## src/rtl/hzd_pkg.sv

```systemverilog
package hzd_pkg;
  localparam int RW = 5;
  localparam logic [5:0] OP_RTYPE = 6'd0;
  localparam logic [5:0] OP_LOAD  = 6'd35;
  localparam logic [5:0] OP_STORE = 6'd43;
  localparam logic [5:0] OP_BEQ   = 6'd4;
  localparam logic [5:0] OP_ADDI  = 6'd8;
  localparam logic [5:0] FN_ADD = 6'd32, FN_SUB = 6'd34, FN_AND = 6'd36,
                         FN_OR  = 6'd37, FN_SLT = 6'd42;

  typedef logic [RW-1:0] reg_t;

  typedef struct packed {
    logic use_a;   // rs is read
    logic use_b;   // rt is read
    logic branch;
    logic wr;      // writes dst
    logic load;
    reg_t dst;
  } uop_t;

  localparam uop_t UOP_EMPTY = '0;

  function automatic logic alu_funct(input logic [5:0] fn, input logic [4:0] sh);
    return (sh == 5'd0) && (fn == FN_ADD || fn == FN_SUB || fn == FN_AND ||
                            fn == FN_OR  || fn == FN_SLT);
  endfunction

  function automatic uop_t decode_word(input logic [31:0] w);
    uop_t u;
    u = UOP_EMPTY;
    unique case (w[31:26])
      OP_RTYPE: if (alu_funct(w[5:0], w[10:6])) begin
        u.use_a = 1'b1; u.use_b = 1'b1; u.wr = 1'b1; u.dst = w[15:11];
      end
      OP_LOAD:  begin u.use_a = 1'b1; u.wr = 1'b1; u.load = 1'b1; u.dst = w[20:16]; end
      OP_ADDI:  begin u.use_a = 1'b1; u.wr = 1'b1; u.dst = w[20:16]; end
      OP_STORE: begin u.use_a = 1'b1; u.use_b = 1'b1; end
      OP_BEQ:   begin u.use_a = 1'b1; u.use_b = 1'b1; u.branch = 1'b1; end
      default:  u = UOP_EMPTY;
    endcase
    return u;
  endfunction

  // producer p feeds register r of a consumer that reads it
  function automatic logic reg_hit(input uop_t p, input reg_t r, input logic used);
    return used && p.wr && (p.dst != '0) && (p.dst == r);
  endfunction
endpackage

```

## src/rtl/hzd_decode.sv

```systemverilog
module hzd_decode
  import hzd_pkg::*;
(
  input  logic [31:0] instr,
  output uop_t        uop,
  output reg_t        src_a,
  output reg_t        src_b
);
  always_comb begin
    uop   = decode_word(instr);
    src_a = instr[25:21];
    src_b = instr[20:16];
  end
endmodule

```

## src/rtl/hzd_track.sv

```systemverilog
module hzd_track
  import hzd_pkg::*;
#(
  parameter int CW = 3
) (
  input  logic          clk,
  input  logic          rst_n,
  input  uop_t          id_uop,
  input  logic          bubble,
  output uop_t          ex_uop,
  output uop_t          mem_uop,
  output logic [CW-1:0] run
);
  localparam logic [CW-1:0] RUN_MAX = {CW{1'b1}};

  function automatic logic [CW-1:0] sat_inc(input logic [CW-1:0] v);
    return (v == RUN_MAX) ? v : v + CW'(1);
  endfunction

  always_ff @(posedge clk or negedge rst_n) begin
    if (!rst_n) begin
      ex_uop  <= UOP_EMPTY;
      mem_uop <= UOP_EMPTY;
      run     <= '0;
    end else begin
      ex_uop  <= bubble ? UOP_EMPTY : id_uop;
      mem_uop <= ex_uop;
      run     <= bubble ? sat_inc(run) : '0;
    end
  end
endmodule

```

## src/rtl/hzd_detect.sv

```systemverilog
module hzd_detect
  import hzd_pkg::*;
(
  input  uop_t id_uop,
  input  reg_t src_a,
  input  reg_t src_b,
  input  uop_t ex_uop,
  input  uop_t mem_uop,
  input  logic cmp_eq,
  output logic ld_use,
  output logic br_on_ex,
  output logic br_on_mem_ld,
  output logic stall,
  output logic flush
);
  logic ex_hit, mem_hit;

  always_comb begin
    ex_hit  = reg_hit(ex_uop,  src_a, id_uop.use_a) | reg_hit(ex_uop,  src_b, id_uop.use_b);
    mem_hit = reg_hit(mem_uop, src_a, id_uop.use_a) | reg_hit(mem_uop, src_b, id_uop.use_b);
    ld_use       = ex_uop.load & ex_hit;
    br_on_ex     = id_uop.branch & ex_hit & ~ex_uop.load;
    br_on_mem_ld = id_uop.branch & mem_uop.load & mem_hit;
    stall        = ld_use | br_on_ex | br_on_mem_ld;
    flush        = id_uop.branch & cmp_eq & ~stall;
  end
endmodule

```

## src/rtl/hazard_flush_ctrl.sv

```systemverilog
module hazard_flush_ctrl
  import hzd_pkg::*;
#(
  parameter int CNT_W = 3
) (
  input  logic             clk,
  input  logic             rst_n,
  input  logic [31:0]      id_instr,
  input  logic             id_cmp_eq,
  output logic             pc_we,
  output logic             ifid_we,
  output logic             ctl_bubble,
  output logic             ifid_flush,
  output logic [CNT_W-1:0] stall_run
);
  uop_t id_uop, ex_uop, mem_uop;
  reg_t src_a, src_b;
  logic ld_use, br_on_ex, br_on_mem_ld, stall, flush;
  logic id_is_br, ex_wr;

  hzd_decode u_dec (.instr(id_instr), .uop(id_uop), .src_a(src_a), .src_b(src_b));

  hzd_track #(.CW(CNT_W)) u_trk (
    .clk(clk), .rst_n(rst_n), .id_uop(id_uop), .bubble(stall),
    .ex_uop(ex_uop), .mem_uop(mem_uop), .run(stall_run)
  );

  hzd_detect u_det (
    .id_uop(id_uop), .src_a(src_a), .src_b(src_b), .ex_uop(ex_uop),
    .mem_uop(mem_uop), .cmp_eq(id_cmp_eq), .ld_use(ld_use),
    .br_on_ex(br_on_ex), .br_on_mem_ld(br_on_mem_ld),
    .stall(stall), .flush(flush)
  );

  assign id_is_br   = id_uop.branch;
  assign ex_wr      = ex_uop.wr;
  assign pc_we      = ~stall;
  assign ifid_we    = ~stall;
  assign ctl_bubble = stall;
  assign ifid_flush = flush;
endmodule

```

## config.mk

```make
export PLATFORM = sky130hd
export DESIGN_NAME = hazard_flush_ctrl
export DESIGN_NICKNAME = d
export VERILOG_FILES = /design/src/rtl/hzd_pkg.sv /design/src/rtl/hzd_decode.sv /design/src/rtl/hzd_track.sv /design/src/rtl/hzd_detect.sv /design/src/rtl/hazard_flush_ctrl.sv
export SDC_FILE = /design/constraint.sdc
export NUM_CORES = 1
export LEC_CHECK = 0
export ABC_AREA = 1
export BUFFER_PORTS_ARGS = -buffer_cell sky130_fd_sc_hd__buf_2
export CAP_MARGIN = 20
export CORE_ASPECT_RATIO = 0.9
export CORE_MARGIN = 3
export CORE_UTILIZATION = 50
export DETAILED_ROUTE_END_ITERATION = 8
export MAX_ROUTING_LAYER = met4
export PLACE_DENSITY = 0.8
export SLEW_MARGIN = 20
export SYNTH_ARGS = -nofsm -noshare
export SYNTH_HDL_FRONTEND = slang
export SYNTH_SLANG_ARGS = --single-unit
```

## constraint.sdc

```tcl
create_clock -name clk -period 3.5 [get_ports clk]
set_clock_uncertainty 0.15 [all_clocks]
set_input_delay 0.175 -clock clk [delete_from_list [all_inputs] [get_ports clk]]
set_output_delay 0.175 -clock clk [all_outputs]
set_load 0.005 [all_outputs]
```

* Word level (Yosys, flattened, before mapping) *
Cells that the tools add are included.

operators by class
  $add $sub $neg = 1
  equality and inequality tests = 15
  mux-type cells = 12
  bitwise logic cells = 13
  reduce and logical (&&, ||, !) cells = 24

operators with widths
  cell                                                                   count
  6-bit equality test, second input constant                             7
  5-bit equality test                                                    4
  1-bit logical AND                                                      13
  5-bit case mux with 2 select lines                                     1
  5-bit nonzero test                                                     2
  1-bit bitwise AND                                                      7
  7-bit two-way mux                                                      1
  6-bit by 3-bit equality test with 1-bit output, second input constant  1
  6-bit by 4-bit equality test with 1-bit output, second input constant  1
  6-bit logical NOT                                                      1
  3-bit two-way mux                                                      2
  1-bit case mux with 2 select lines                                     3
  5-bit logical NOT                                                      1
  5-bit two-way mux                                                      1
  1-bit logical OR                                                       4
  1-bit OR                                                               4
  2-bit OR reduction                                                     2
  4-bit OR reduction                                                     1
  3-bit by 1-bit adder with 3-bit output, second input constant          1
  3-bit equality test, second input constant                             1
  1-bit two-way mux                                                      3
  2-bit two-way mux                                                      1
  2-bit inequality test, second input constant                           1
  1-bit NOT                                                              2

storage, ports and cells
  flip-flop bits (word level) = 17
  input bits = 35
  output and inout port bits = 7

* Depth between registers and ports, before layout *
Gate-level depths: netlist of run 1.

  depth in word-level cells = 18
  gate-level depth with buffers = 13
  depth with buffers taken out = 12

* Modules after synthesis *
Synthesis of run 1 repeated with hierarchy kept, for this count alone.

unflattened totals
  cell total of the unflattened synthesis = 241
  area total of the unflattened synthesis = 1601.5 um2

modules (own cells, without submodules)
  module             times used  cells each  area an instance (um2)  sequential area each (um2)
  hzd_track          1           58          758.2                   575.6
  hzd_detect         1           104         452.9                   0.0
  hzd_decode         1           77          379.1                   0.0
  hazard_flush_ctrl  1           2           11.3                    0.0

* Worst setup path before layout of run 1 *
Ideal clock, no wire load.

  path type = register -> output
  from = reg u_trk.mem_uop[3] (netlist name)
  to = out pc_we
  data arrival time = 1.258 ns
  setup slack = 1.917 ns
  cell stages (with the launch flop) = 9
  buffers on the path = 1
  cell sequence = dfrtp_1 or2_0 a21oi_1 nand3_1 nand2_1 nand2_2 nand2_8 inv_2 buf_4

between the ends
  cells in the longest elaborated chain, start to end = 7
  elaborated cells between the ends (all ways) = 11
  classes of those cells = eq/ne (2); bitwise (4); reduce/logical (5)

RTL lines
  item                            line                     text
  5-bit nonzero test              hzd_pkg.sv:47            return used && p.wr && (p.dst != '0) && (p.dst == r);
  1-bit logical AND (2 in a row)  hzd_pkg.sv:47
  1-bit OR (*)                    hzd_detect.sv:20         mem_hit = reg_hit(mem_uop, src_a, id_uop.use_a) | reg_hit(mem_uop, src_b, id_uop.use_b);
  1-bit bitwise AND (*)           hzd_detect.sv:23         br_on_mem_ld = id_uop.branch & mem_uop.load & mem_hit;
  1-bit OR (*)                    hzd_detect.sv:24         stall = ld_use | br_on_ex | br_on_mem_ld;
  net ctl_bubble                  hazard_flush_ctrl.sv:12  output logic ctl_bubble,
  1-bit NOT (*)                   n/a
  end, declared                   hazard_flush_ctrl.sv:10  output logic pc_we,

Mark *: on every way through the listed nets, which the timed path passes. The rest lies on a longest branch.

* Worst setup path in the final report of run 1 *
  from = reg u_trk.ex_uop[1] (netlist name)
  to = out ifid_we

between the ends
  cells in the longest elaborated chain, start to end = 9
  elaborated cells between the ends (all ways) = 14
  classes of those cells = eq/ne (2); bitwise (7); reduce/logical (5)

RTL lines
  item                            line                     text
  5-bit nonzero test              hzd_pkg.sv:47
  1-bit logical AND (2 in a row)  hzd_pkg.sv:47
  1-bit OR (*)                    hzd_detect.sv:19         ex_hit = reg_hit(ex_uop, src_a, id_uop.use_a) | reg_hit(ex_uop, src_b, id_uop.use_b);
  1-bit bitwise AND (2 in a row)  hzd_detect.sv:22         br_on_ex = id_uop.branch & ex_hit & ~ex_uop.load;
  1-bit OR (*) (2 in a row)       hzd_detect.sv:24
  1-bit NOT (*)                   hazard_flush_ctrl.sv:38  assign ifid_we = ~stall;
  end, declared                   hazard_flush_ctrl.sv:11  output logic ifid_we,

Every way passes the cells marked *; elsewhere a longest branch is shown, timed or not.

==> metrics.md, run 1 <==
| Metric | Value |
|---|---|
| Proportion of synthesized chip area in sequential cells | `0.349` |
| Global placer's final weighted congestion | `~0.93` |
| Drt initial violations | `39` |
| Area of the die | `3070 sq um` |
| Min Tclk post-route | `roughly 2000 ps` |
| Failing checks | `hold timing` |
| Data arrival time of the critical path | `about 1700 ps` |
| Worst path required time | `roughly 3200 ps` |
| Total iterations of the first detailed-routing run | `5` |
| Worst setup path start | `u_trk.ex_uop[1]` |
| Critical Path Source Type | `flop` |
| Area added between synthesis and finish | `22.1%` |
| Last element of the critical path | `ifid_we` |
| Worst hold slack after final layout | `-2.30 ps` |
| Via count of the first global-routing pass | `approximately 1,200` |
| Setup Crit Path Kind | `flop to output pin` |
| Number of nets in the synthesized netlist | `about 210` |
| Horizontal die dimension | `~58 um` |
| Antenna cells | `0` |
| Run status | `finished, violations left` |
| Layout Nets | `approximately 250` |
| Clock insertion delay at the later pin of the skew report | `approximately 280 ps` |
| Setup repair after global routing missed its margin | `no` |
| Peak supply drop | `around 160 uV` |
| Effective utilization at floorplan | `0.544` |
| Maximum number of pins on one net before global-route repair | `18` |
| Number of standard cells after synthesis | `between 150 and 200` |
| Final-report setup violation count | `0` |
| Post-route ant nets | `0` |
| Congestion Overflow GR | `0` |
| Routed wire length per instance | `approximately 12 um` |
| Die Span Y | `approximately 53 um` |
| Synthesis-stage register bit count | `17` |
| Top fanout value on the critical path | `10` |
| Net switching component of the power | `~99 uW` |
| Final worst path period share | `0.580` |
| Global-route wire length before repair | `around 4700 um` |
| Input/output buffers | `41` |
| Hold Path Cell Cnt | `3` |
| Total core area | `about 2200 sq um` |
| Startpoint of the lowest-slack register-to-register path | `u_trk.ex_uop[1]` |
| Count of final hold-check violations | `1` |
| Reg2reg path depth | `11` |
| Worst setup slack before clock tree synthesis | `1800 ps` |
| Worst-case clock buffer depth | `2` |
| Worst slew margin relative to its limit | `0.746` |
| Clk root buf | `sky130_fd_sc_hd__clkbuf_4` |
| Mean number of vias per cell | `approximately 5.0` |
| Num ports | `42` |
| Final setup margin | `about 1500 ps` |
| Internal power summed over all cells | `around 270 uW` |
| Power Dens Cells | `about 250 nW/um^2` |
| Number of levels the H-tree was split into | `1` |
| Total CTS buffers | `3` |
| Avg Cell Area, Syn | `7.26 sq um` |
| Number of vias in the routed layout | `1,189` |
| Proportion of power drawn by the clock network | `0.282` |
| Sequential group share of total power | `0.543` |
| Worst-path clk slew | `approximately 100 ps` |
| Summed negative setup slack over all endpoints | `0 ps` |
| CTS-repair resized insts | `0` |
| Register-to-Register Setup Slack | `1930 ps` |
| Leakage component of the power | `0.873 nW` |
| Fraction of power consumed by combinational cells | `0.174` |
| Synthesis Warnings | `0` |
| Path class of the lowest-slack min-delay path | `primary input to flop` |
| Layout cell share with drive strength beyond 1 | `0.319` |
| Initial antenna violation count | `0` |
| Distinct cells, synth | `24` |
| Cell Area, Synth | `about 1200 sq um` |
| Number of placement rows | `16` |
| Max-slew violation total from the final report | `0` |
| Achievable frequency | `493 MHz` |
| Sinks on Clock Net | `17` |
| Clock tree from TritonCTS | `done` |
| Drt drc | `0` |
| Crit path capture type | `output pin` |
| Detailed-route wire length | `2810 um` |
| GR Util All Layers | `0.202` |
| Tightest Pin Transition | `377 ps` |
| R2r endpoint | `u_trk.ex_uop[3]` |
| Maximum Capacitance Violations | `0` |
| Net Sw Frac | `0.269` |
| Detailed placement HPWL | `2450 um` |
## cell usage in the layout (no fill, tap or decap)
master                          instances
sky130_fd_sc_hd__a21boi_0               2
sky130_fd_sc_hd__nand2_1               39
sky130_fd_sc_hd__nand2_4                1
sky130_fd_sc_hd__buf_2                 41
sky130_fd_sc_hd__xnor2_1                5
sky130_fd_sc_hd__nand2_2                6
sky130_fd_sc_hd__inv_1                 22
sky130_fd_sc_hd__nor4_4                 1
sky130_fd_sc_hd__or2_0                  1
sky130_fd_sc_hd__nand2_8                1
sky130_fd_sc_hd__mux2i_1                2
sky130_fd_sc_hd__ha_1                   2
sky130_fd_sc_hd__nand3_1                7
sky130_fd_sc_hd__nor2_2                 8
sky130_fd_sc_hd__dlygate4sd3_1          1
sky130_fd_sc_hd__nand4_1                4
sky130_fd_sc_hd__clkbuf_4               3
sky130_fd_sc_hd__clkinv_2               1
sky130_fd_sc_hd__a21oi_1                6
sky130_fd_sc_hd__dfrtp_1               17
sky130_fd_sc_hd__inv_2                  5
sky130_fd_sc_hd__a211oi_2               1
sky130_fd_sc_hd__o21ai_0                1
sky130_fd_sc_hd__a21boi_1               1
sky130_fd_sc_hd__nor3_1                 2
sky130_fd_sc_hd__xor2_1                 8
sky130_fd_sc_hd__nor2_1                25
## power by group through the flow
stage / registers (mW) / logic (mW) / clock network (mW)
final: 0.200 / 0.0641 / 0.104
after floorplan: 0.203 / 0.0294 / 0
after global placement: 0.204 / 0.0607 / 0
after CTS: 0.200 / 0.0644 / 0.104
after detailed placement: 0.204 / 0.0634 / 0
after global routing: 0.200 / 0.0726 / 0.115
## synth_stat cells
cell	instances	area share
sky130_fd_sc_hd__a211oi_2	1	0.010
sky130_fd_sc_hd__a21boi_0	2	0.012
sky130_fd_sc_hd__a21boi_1	1	0.0062
sky130_fd_sc_hd__a21oi_1	6	0.025
sky130_fd_sc_hd__buf_4	1	0.0062
sky130_fd_sc_hd__dfrtp_1	17	0.35
sky130_fd_sc_hd__ha_1	2	0.021
sky130_fd_sc_hd__inv_1	22	0.068
sky130_fd_sc_hd__inv_2	5	0.015
sky130_fd_sc_hd__mux2i_1	2	0.016
sky130_fd_sc_hd__nand2_1	39	0.12
sky130_fd_sc_hd__nand2_2	6	0.031
sky130_fd_sc_hd__nand2_4	1	0.0092
sky130_fd_sc_hd__nand2_8	1	0.016
sky130_fd_sc_hd__nand3_1	7	0.029
sky130_fd_sc_hd__nand4_1	4	0.021
sky130_fd_sc_hd__nor2_1	25	0.077
sky130_fd_sc_hd__nor2_2	8	0.041
sky130_fd_sc_hd__nor3_1	2	0.0082
sky130_fd_sc_hd__nor4_4	1	0.017
sky130_fd_sc_hd__o21ai_0	1	0.0041
sky130_fd_sc_hd__or2_0	1	0.0051
sky130_fd_sc_hd__xnor2_1	5	0.036
sky130_fd_sc_hd__xor2_1	8	0.057
## registers in the layout, indices dropped and copies added, names as in the netlist
| register | count |
|---|---|
| u_trk.mem_uop | 7 |
| u_trk.run | 3 |
| u_trk.ex_uop | 7 |
## worst min path at each step
stage	start	endpoint	slack [ps]
after CTS	id_instr[13]	u_trk.ex_uop[2]	1
final	id_instr[13]	u_trk.ex_uop[2]	-2
after global routing	id_instr[15]	u_trk.ex_uop[4]	10
after global placement	rst_n	u_trk.mem_uop[2]	-30
after detailed placement	rst_n	u_trk.mem_uop[2]	-40
after floorplan	rst_n	u_trk.ex_uop[0]	-270
## kinds of logic after synthesis
kind of cell	count (synthesis)	share of synthesized area
multiplexers	2	0.0164
flip-flops	17	0.349
XOR/XNOR	13	0.0933
AND/OR/NAND/NOR	95	0.374
adder cells (fa/ha/maj)	2	0.0205
AO/OA/AOI/OAI	11	0.0574
buffers and inverters	28	0.0892
## metal layers
layer | GRT usage | vias up | share of wire
li1 | - | 606 | -
met1 | 0.227 | 533 | 0.39
met2 | 0.383 | 46 | 0.54
met3 | 0.0171 | 4 | 0.057
met4 | 0.0618 | 0 | 0.011
met5 | - | - | 0
## cell type report
class,count,area [sq um]
Clock inverter,1,5.00
Timing Repair Buffer,42,215
Tap cell,27,33.8
Multi-Input combinational cell,123,686
Clock buffer,3,22.5
Sequential cell,17,425
Fill cell,202,753
Inverter,27,101
## worst max-delay path, cell delays in order (launching register included)
cell and delay (ps):
sky130_fd_sc_hd__dfrtp_1 430, sky130_fd_sc_hd__inv_1 90, sky130_fd_sc_hd__nand2_1 60, sky130_fd_sc_hd__nand2_1 50, sky130_fd_sc_hd__nor2_1 160, sky130_fd_sc_hd__nand3_1 100
sky130_fd_sc_hd__nand2_1 60, sky130_fd_sc_hd__nand2_1 50, sky130_fd_sc_hd__nand2_2 70, sky130_fd_sc_hd__nand2_4 80, sky130_fd_sc_hd__nand2_8 110, sky130_fd_sc_hd__inv_2 40
sky130_fd_sc_hd__buf_2 120
## stage by stage
step	hold WS (ps)	std cells	total power, mW	util	area, sq um
floorplan	-271	168	0.233	-	1220
global placement	-34.5	235	0.264	0.647	1450
detailed placement	-35.7	235	0.267	0.647	1450
CTS	1.17	240	0.369	0.664	1490
global route	14.5	240	0.388	0.664	1490
finish	-2.30	240	0.368	0.664	1490
## timing repair
item                      4_1_cts  5_1_grt
hold endpoints to repair       17        0
hold buffers                    1        0
setup buffers                   0        0
(Power assumes the default switching activity.)
==> run 2: changes to the inputs <==
--- a/config.mk
+++ b/config.mk
@@ -10,10 +10,10 @@
 export CAP_MARGIN = 20
 export CORE_ASPECT_RATIO = 0.9
 export CORE_MARGIN = 3
-export CORE_UTILIZATION = 50
+export CORE_UTILIZATION = 49
 export DETAILED_ROUTE_END_ITERATION = 8
 export MAX_ROUTING_LAYER = met4
-export PLACE_DENSITY = 0.8
+export PLACE_DENSITY = 0.78
 export SLEW_MARGIN = 20
 export SYNTH_ARGS = -nofsm -noshare
 export SYNTH_HDL_FRONTEND = slang
==> constraint.sdc (replaced) <==
create_clock -name clk -period 2.1 [get_ports clk]
set_clock_uncertainty 0.15 [all_clocks]
set_input_delay 0.105 -clock clk [delete_from_list [all_inputs] [get_ports clk]]
set_output_delay 0.105 -clock clk [all_outputs]
set_load 0.005 [all_outputs]
==> metrics.md, run 2 (same netlist as run 1, synthesis figures left out) <==
| Metric | Value |
|---|---|
| Register-to-Register Setup Slack | `420 ps (-1510 ps)` |
| Run status | `completed` |
| Sinks on Clock Net | `17 (unchanged)` |
| Setup repair after global routing missed its margin | `no` |
| Number of placement rows | `16 (unchanged)` |
| Final-report setup violation count | `0 (unchanged)` |
| Path class of the lowest-slack min-delay path | `primary input to flop` |
| Hold endpoint | `u_trk.ex_uop[5]` |
| Count of final hold-check violations | `0 (-1)` |
| Total iterations of the first detailed-routing run | `4 (-1)` |
| Input/output buffers | `41 (unchanged)` |
| Worst Hold Launch | `id_instr[29]` |
| Proportion of power drawn by the clock network | `0.282 (about the same)` |
| Detailed placement HPWL | `2320 um (-5.4%)` |
| Fraction of power consumed by combinational cells | `0.187 (+0.013)` |
| Commonest cells after routing, fill and taps aside | `sky130_fd_sc_hd__buf_2 (41), sky130_fd_sc_hd__nand2_1 (39), sky130_fd_sc_hd__nor2_1 (24)` |
| Horizontal die dimension | `58.6 um (+0.91%)` |
| Layout cell share with drive strength beyond 1 | `0.329 (+0.00964)` |
| Cell count after placement | `235 (unchanged)` |
| Initial antenna violation count | `0 (unchanged)` |
| Clock insertion delay at the later pin of the skew report | `290 ps (about the same)` |
| Layout Nets | `263 (+4.8%)` |
| Antenna cells | `0 (unchanged)` |
| R2r endpoint | `u_trk.ex_uop[4]` |
| Drt drc | `0 (unchanged)` |
| Number of fill cells | `190 (-5.9%)` |
| Max-slew violation total from the final report | `0 (unchanged)` |
| Die Span Y | `53.3 um (+0.90%)` |
| Clk root buf | `sky130_fd_sc_hd__clkbuf_4` |
| Area occupied by multi-input gates | `688 sq um (+0.36%)` |
| Maximum number of pins on one net before global-route repair | `18 (unchanged)` |
| Global-route wire length before repair | `4840 um (+3.2%)` |
| Worst path required time | `1850 ps (-1320 ps)` |
| Data arrival time of the critical path | `1730 ps (+20 ps)` |
| Tightest Pin Transition | `387 ps (+9.38 ps)` |
| Worst-path clk slew | `90 ps (about the same)` |
| Worst-case clock buffer depth | `2 (unchanged)` |
| Maximum Capacitance Violations | `0 (unchanged)` |
| Non-filler instance count after layout | `252 (+5.0%)` |
| Number of vias in the routed layout | `1,240 (+4.3%)` |
| Startpoint of the lowest-slack register-to-register path | `u_trk.ex_uop[0]` |
| Reg2reg path depth | `11 (unchanged)` |
| Peak supply drop | `338 uV (+110%)` |
| Number of levels the H-tree was split into | `1 (unchanged)` |
| Clock tree from TritonCTS | `done` |
| Critical Path Source Type | `primary input` |
| Top flop regs | `u_trk.ex_uop (7), u_trk.mem_uop (7), u_trk.run (3)` |
| Net Sw Frac | `0.267 (-0.00187)` |
| Top fanout value on the critical path | `9 (-1)` |
| Sequential group share of total power | `0.531 (-0.012)` |
| Worst slew margin relative to its limit | `0.742 (-0.00437)` |
| Hold Path Cell Cnt | `4 (+1)` |
| Register area | `425 sq um (unchanged)` |
| Routed wire length per instance | `11.5 um (-1.9%)` |
| Drt initial violations | `42 (+7.7%)` |
| Global placer's final weighted congestion | `0.883 (-5.0%)` |
| Effective utilization at floorplan | `0.539 (-0.00482)` |
| Num ports | `42 (unchanged)` |
| Area of the die | `3130 sq um (+1.8%)` |
| Summed negative setup slack over all endpoints | `0 ps (unchanged)` |
| Setup Crit Path Kind | `primary input to output pin` |
| Via count of the first global-routing pass | `1,178 (-0.085%)` |
| Achievable frequency | `roughly 500 MHz` |
| Final worst path period share | `0.946` |
| Commonest non-fill, non-tap cell in the layout | `sky130_fd_sc_hd__buf_2` |
| Power Dens Cells | `394 nW/um^2 (+59%)` |
| Post-route ant nets | `0 (unchanged)` |
| Area added between synthesis and finish | `30.8%` |
| Net switching component of the power | `168 uW (+69%)` |
| Leakage component of the power | `0.927 nW (+6.2%)` |
| GR Util All Layers | `0.212 (+0.00984)` |
| Congestion Overflow GR | `0 (unchanged)` |
| Crit path capture type | `output pin` |
| Total core area | `2260 sq um (+0.89%)` |
| Total CTS buffers | `3 (unchanged)` |
| Internal power summed over all cells | `460 uW (+71%)` |
| Min Tclk post-route | `about 2000 ps` |
| Mean number of vias per cell | `4.92 (-0.68%)` |
| Detailed-route wire length | `2890 um (+3.0%)` |
-- run 2: cell types whose count changed in the layout (fill, tap and decap cells not counted), sizes merged --
cell and delta:
buf +6, clkbuf +1, clkinv -1, dlygate4sd3 +6
-- run 2: layout make-up --
class	instances	share of cell area
sequential	17	0.267
tap	27	0.0212
clock buffer	4	0.0165
multi-input combinational	123	0.431
inverter	27	0.0635
timing repair buffer	54	0.201
-- run 2: through the flow --
stage	cell area [sq um]	hold WS, ps	setup slack [ps]	power, mW	util
after global placement	1450	-115	531	0.441	0.642
after CTS	1550	13.0	65.3	0.634	0.684
after detailed placement	1450	-102	484	0.445	0.642
after floorplan	1220	-341	587	0.388	-
after global routing	1600	30.6	0.344	0.666	0.705
final	1600	20.5	113	0.628	0.705
-- run 2: what timing repair did --
item	4_1_cts	5_1_grt
resized for setup	0	1
hold endpoints to repair	23	0
setup endpoints to repair	0	4
hold buffers	7	0
buffers inserted	0	6
-- run 2: worst max-delay path by stage --
stage                                start          to  slack [ps]  depth (start not counted)
after floorplan           u_trk.mem_uop[3]       pc_we         590                          8
after global placement     u_trk.ex_uop[3]       pc_we         530                         13
after detailed placement  u_trk.mem_uop[3]       pc_we         480                          8
after CTS                     id_instr[30]       pc_we          70                         15
after global routing          id_instr[30]  ifid_flush         0.3                         15
final                         id_instr[30]     ifid_we         110                         15
-- run 2: power by group through the flow --
stage / logic [mW] / registers (mW) / clock network [mW]
finish: 0.118 / 0.333 / 0.177
global route: 0.133 / 0.334 / 0.199
CTS: 0.116 / 0.333 / 0.184
detailed placement: 0.106 / 0.340 / 0
global placement: 0.101 / 0.340 / 0
floorplan: 0.0490 / 0.339 / 0
-- run 2: worst max-delay path, cell delays in order --
cell	delay (ps)
sky130_fd_sc_hd__dlygate4sd3_1	530
sky130_fd_sc_hd__buf_2	120
sky130_fd_sc_hd__nor2_1	110
sky130_fd_sc_hd__nand2_2	80
sky130_fd_sc_hd__inv_2	60
sky130_fd_sc_hd__nand2_2	80
sky130_fd_sc_hd__nand2_2	60
sky130_fd_sc_hd__inv_1	40
sky130_fd_sc_hd__nand2_1	70
sky130_fd_sc_hd__nand2_1	60
sky130_fd_sc_hd__nand2_2	70
sky130_fd_sc_hd__nand2_4	80
sky130_fd_sc_hd__nand2_8	110
sky130_fd_sc_hd__inv_2	40
sky130_fd_sc_hd__buf_2	110
-- run 2: metal layers --
layer	up-vias	GRT usage	routed length, um	part of all wire
met5	-	-	0	0
met2	41	0.359	1460	0.51
met4	0	0.0679	34	0.012
li1	628	-	-	-
met1	565	0.247	1200	0.41
met3	6	0.0561	195	0.067
==> run 3: changes to the inputs <==
--- a/config.mk
+++ b/config.mk
@@ -10,10 +10,9 @@
 export CAP_MARGIN = 20
 export CORE_ASPECT_RATIO = 0.9
 export CORE_MARGIN = 3
-export CORE_UTILIZATION = 49
+export CORE_UTILIZATION = 34
 export DETAILED_ROUTE_END_ITERATION = 8
 export MAX_ROUTING_LAYER = met4
-export PLACE_DENSITY = 0.78
 export SLEW_MARGIN = 20
 export SYNTH_ARGS = -nofsm -noshare
 export SYNTH_HDL_FRONTEND = slang
==> metrics.md, run 3 (same netlist as run 1, synthesis figures left out) <==
| Metric | Value |
|---|---|
| Critical path cell sequence | `inv_1 -> nand2_1 -> nand2_1 -> nand2_1 -> nor2_1 -> nand2_1 -> nand2_1 -> nand2_1 -> nand2_2 -> nand2_4 -> nand2_8 -> inv_2 -> buf_2` |
| Input/output buffers | `41 (unchanged)` |
| Worst hold slack after final layout | `42.2 ps (+21.7 ps)` |
| Final setup margin | `218 ps (+105 ps)` |
| Mean number of vias per cell | `4.41 (-10%)` |
| Worst-case clock buffer depth | `2 (unchanged)` |
| Post-CTS Setup Repair Bufs | `0 (unchanged)` |
| Hold Path Cell Cnt | `4 (unchanged)` |
| Effective utilization at floorplan | `0.377 (-0.162)` |
| Critical Path Source Type | `flop` |
| Sinks on Clock Net | `17 (unchanged)` |
| Global placer's final weighted congestion | `0.763 (-14%)` |
| Detailed-route wire length | `2740 um (-5.3%)` |
| Global-route wire length before repair | `4890 um (+1.2%)` |
| Congestion Overflow GR | `0 (unchanged)` |
| Min Tclk post-route | `1880 ps (-105 ps)` |
| R2r endpoint | `u_trk.ex_uop[1]` |
| Worst-path clk slew | `70 ps (-20 ps)` |
| Sequential group share of total power | `0.486 (-0.045)` |
| Total core area | `3230 sq um (+43%)` |
| Clock tree from TritonCTS | `done` |
| Commonest cells after routing, fill and taps aside | `sky130_fd_sc_hd__buf_2 (41), sky130_fd_sc_hd__nand2_1 (39), sky130_fd_sc_hd__nor2_1 (25)` |
| Total iterations of the first detailed-routing run | `4 (unchanged)` |
| Tightest Pin Transition | `368 ps (-18.8 ps)` |
| Net Sw Frac | `0.245 (-0.0217)` |
| Worst path required time | `1850 ps (about the same)` |
| Worst slew margin relative to its limit | `0.755 (+0.0125)` |
| Summed negative setup slack over all endpoints | `0 ps (unchanged)` |
| Detailed placement HPWL | `2210 um (-4.8%)` |
| Layout Nets | `256 (-2.7%)` |
| Area of the die | `4340 sq um (+39%)` |
| Setup repair after global routing missed its margin | `no` |
| Reg2reg path depth | `12 (+1)` |
| Initial antenna violation count | `0 (unchanged)` |
| Sum of internal, switching and leakage power | `687 uW (+9.5%)` |
| Area added between synthesis and finish | `29.1%` |
| Die Span Y | `62.8 um (+18%)` |
| GR Util All Layers | `0.139 (-0.0731)` |
| Crit path capture type | `output pin` |
| Count of final hold-check violations | `0 (unchanged)` |
| Total CTS buffers | `3 (unchanged)` |
| Layout cell share with drive strength beyond 1 | `0.307 (-0.0215)` |
| Net switching component of the power | `169 uW (+0.55%)` |
| Register area | `425 sq um (unchanged)` |
| Fraction of power consumed by combinational cells | `0.165 (-0.022)` |
| Worst path slowest cell | `sky130_fd_sc_hd__dfrtp_1` |
| Startpoint of the lowest-slack register-to-register path | `u_trk.ex_uop[3]` |
| Antenna cells | `0 (unchanged)` |
| Proportion of power drawn by the clock network | `0.349 (+0.067)` |
| Final worst path period share | `0.896 (-0.0501)` |
| Num ports | `42 (unchanged)` |
| Post-route ant nets | `0 (unchanged)` |
| Maximum Capacitance Violations | `0 (unchanged)` |
| Number of fill cells | `354 (+86%)` |
| Clk root buf | `sky130_fd_sc_hd__clkbuf_8` |
| Maximum number of pins on one net before global-route repair | `18 (unchanged)` |
| Routed wire length per instance | `10.5 um (-8.2%)` |
| Path class of the lowest-slack min-delay path | `primary input to flop` |
| Drt drc | `0 (unchanged)` |
| Leakage component of the power | `0.899 nW (-3.0%)` |
| Number of levels the H-tree was split into | `1 (unchanged)` |
| Cell class contributing the biggest share of worst-path delay | `simple AND/OR/NAND/NOR gates` |
| Number of vias in the routed layout | `1,146 (-7.6%)` |
| Cell type with the highest occurrence count on the critical path | `sky130_fd_sc_hd__nand2_1` |
| Internal power summed over all cells | `519 uW (+13%)` |
| Horizontal die dimension | `69.1 um (+18%)` |
| Buffers and inverters on the worst path | `3 (-3)` |
| Depth of the critical timing path with buffers and inverters included | `13 (-2)` |
| Final-report setup violation count | `0 (unchanged)` |
| Drt initial violations | `40 (-4.8%)` |
| Max-slew violation total from the final report | `0 (unchanged)` |
| Top flop regs | `u_trk.ex_uop (7), u_trk.mem_uop (7), u_trk.run (3)` |
| Worst Hold Launch | `id_instr[30]` |
| Run status | `completed` |
| Achievable frequency | `531 MHz (+5.6%)` |
| Register-to-Register Setup Slack | `560 ps (+140 ps)` |
| Worst setup slack before clock tree synthesis | `503 ps (+19.5 ps)` |
| Top fanout value on the critical path | `10 (+1)` |
| Hold endpoint | `u_trk.ex_uop[5]` |
| Clock insertion delay at the later pin of the skew report | `250 ps (-40 ps)` |
| Data arrival time of the critical path | `1630 ps (-100 ps)` |
| Peak supply drop | `197 uV (-42%)` |
| Area occupied by multi-input gates | `686 sq um (-0.36%)` |
| Via count of the first global-routing pass | `1,113 (-5.5%)` |
| Commonest non-fill, non-tap cell in the layout | `sky130_fd_sc_hd__buf_2` |
| Setup Crit Path Kind | `flop to output pin` |
| Number of placement rows | `19 (+3)` |
| Power Dens Cells | `436 nW/um^2 (+11%)` |
| Slowest Stage Delay on Critical Path | `420 ps (-110 ps)` |
[run 3: how the worst max path moves through the flow]
stage,slack (ps),endpoint,from
4_1_cts,200,ifid_we,u_trk.ex_uop[3]
6_report,220,ifid_we,u_trk.ex_uop[3]
3_3_place_gp,520,ifid_we,u_trk.mem_uop[3]
3_5_place_dp,500,ifid_we,u_trk.ex_uop[3]
5_1_grt,30,pc_we,u_trk.ex_uop[3]
2_1_floorplan,590,pc_we,u_trk.mem_uop[3]
[run 3: timing repair]
| action | 4_1_cts | 5_1_grt |
|---|---|---|
| endpoints found under the hold margin | 22 | 0 |
| gates resized for setup | 0 | 0 |
| hold buffers | 6 | 0 |
[run 3: metrics by stage]
step                      area [sq um]   util  instances
after global routing              1580  0.487        260
after global placement            1470  0.455        250
after floorplan                   1220      -        168
after CTS                         1580  0.487        260
final                             1580  0.487        260
after detailed placement          1470  0.455        250
[run 3: layout make-up]
cell class,count,share of cell area
Clock buffer,4,0.0286
Inverter,27,0.0643
Multi-Input combinational cell,123,0.435
Sequential cell,17,0.270
Tap cell,42,0.0334
Timing Repair Buffer,47,0.168
[run 3: power by group through the flow]
stage	clock network (mW)	registers [mW]	logic (mW)
after floorplan	0	0.339	0.0490
after global placement	0	0.340	0.105
after detailed placement	0	0.340	0.105
after CTS	0.246	0.334	0.114
after global routing	0.257	0.334	0.132
final	0.240	0.334	0.114
[run 3: per-layer routing]
metal | part of all wire | global-route usage
met5 | 0 | -
met4 | 0.016 | 0.0537
met2 | 0.47 | 0.223
met3 | 0.049 | 0.0129
met1 | 0.47 | 0.182
[run 3: worst register-to-register path, cell delays in order (launching register included)]
cell,delay (ps)
sky130_fd_sc_hd__dfrtp_1,420
sky130_fd_sc_hd__inv_1,110
sky130_fd_sc_hd__nand2_1,60
sky130_fd_sc_hd__nand2_1,60
sky130_fd_sc_hd__nand2_1,50
sky130_fd_sc_hd__nor2_1,100
sky130_fd_sc_hd__nand2_1,60
sky130_fd_sc_hd__nand2_1,60
sky130_fd_sc_hd__nand2_1,60
sky130_fd_sc_hd__nand2_2,70
sky130_fd_sc_hd__nand2_4,80
sky130_fd_sc_hd__nand2_8,110
sky130_fd_sc_hd__nor2_1,50
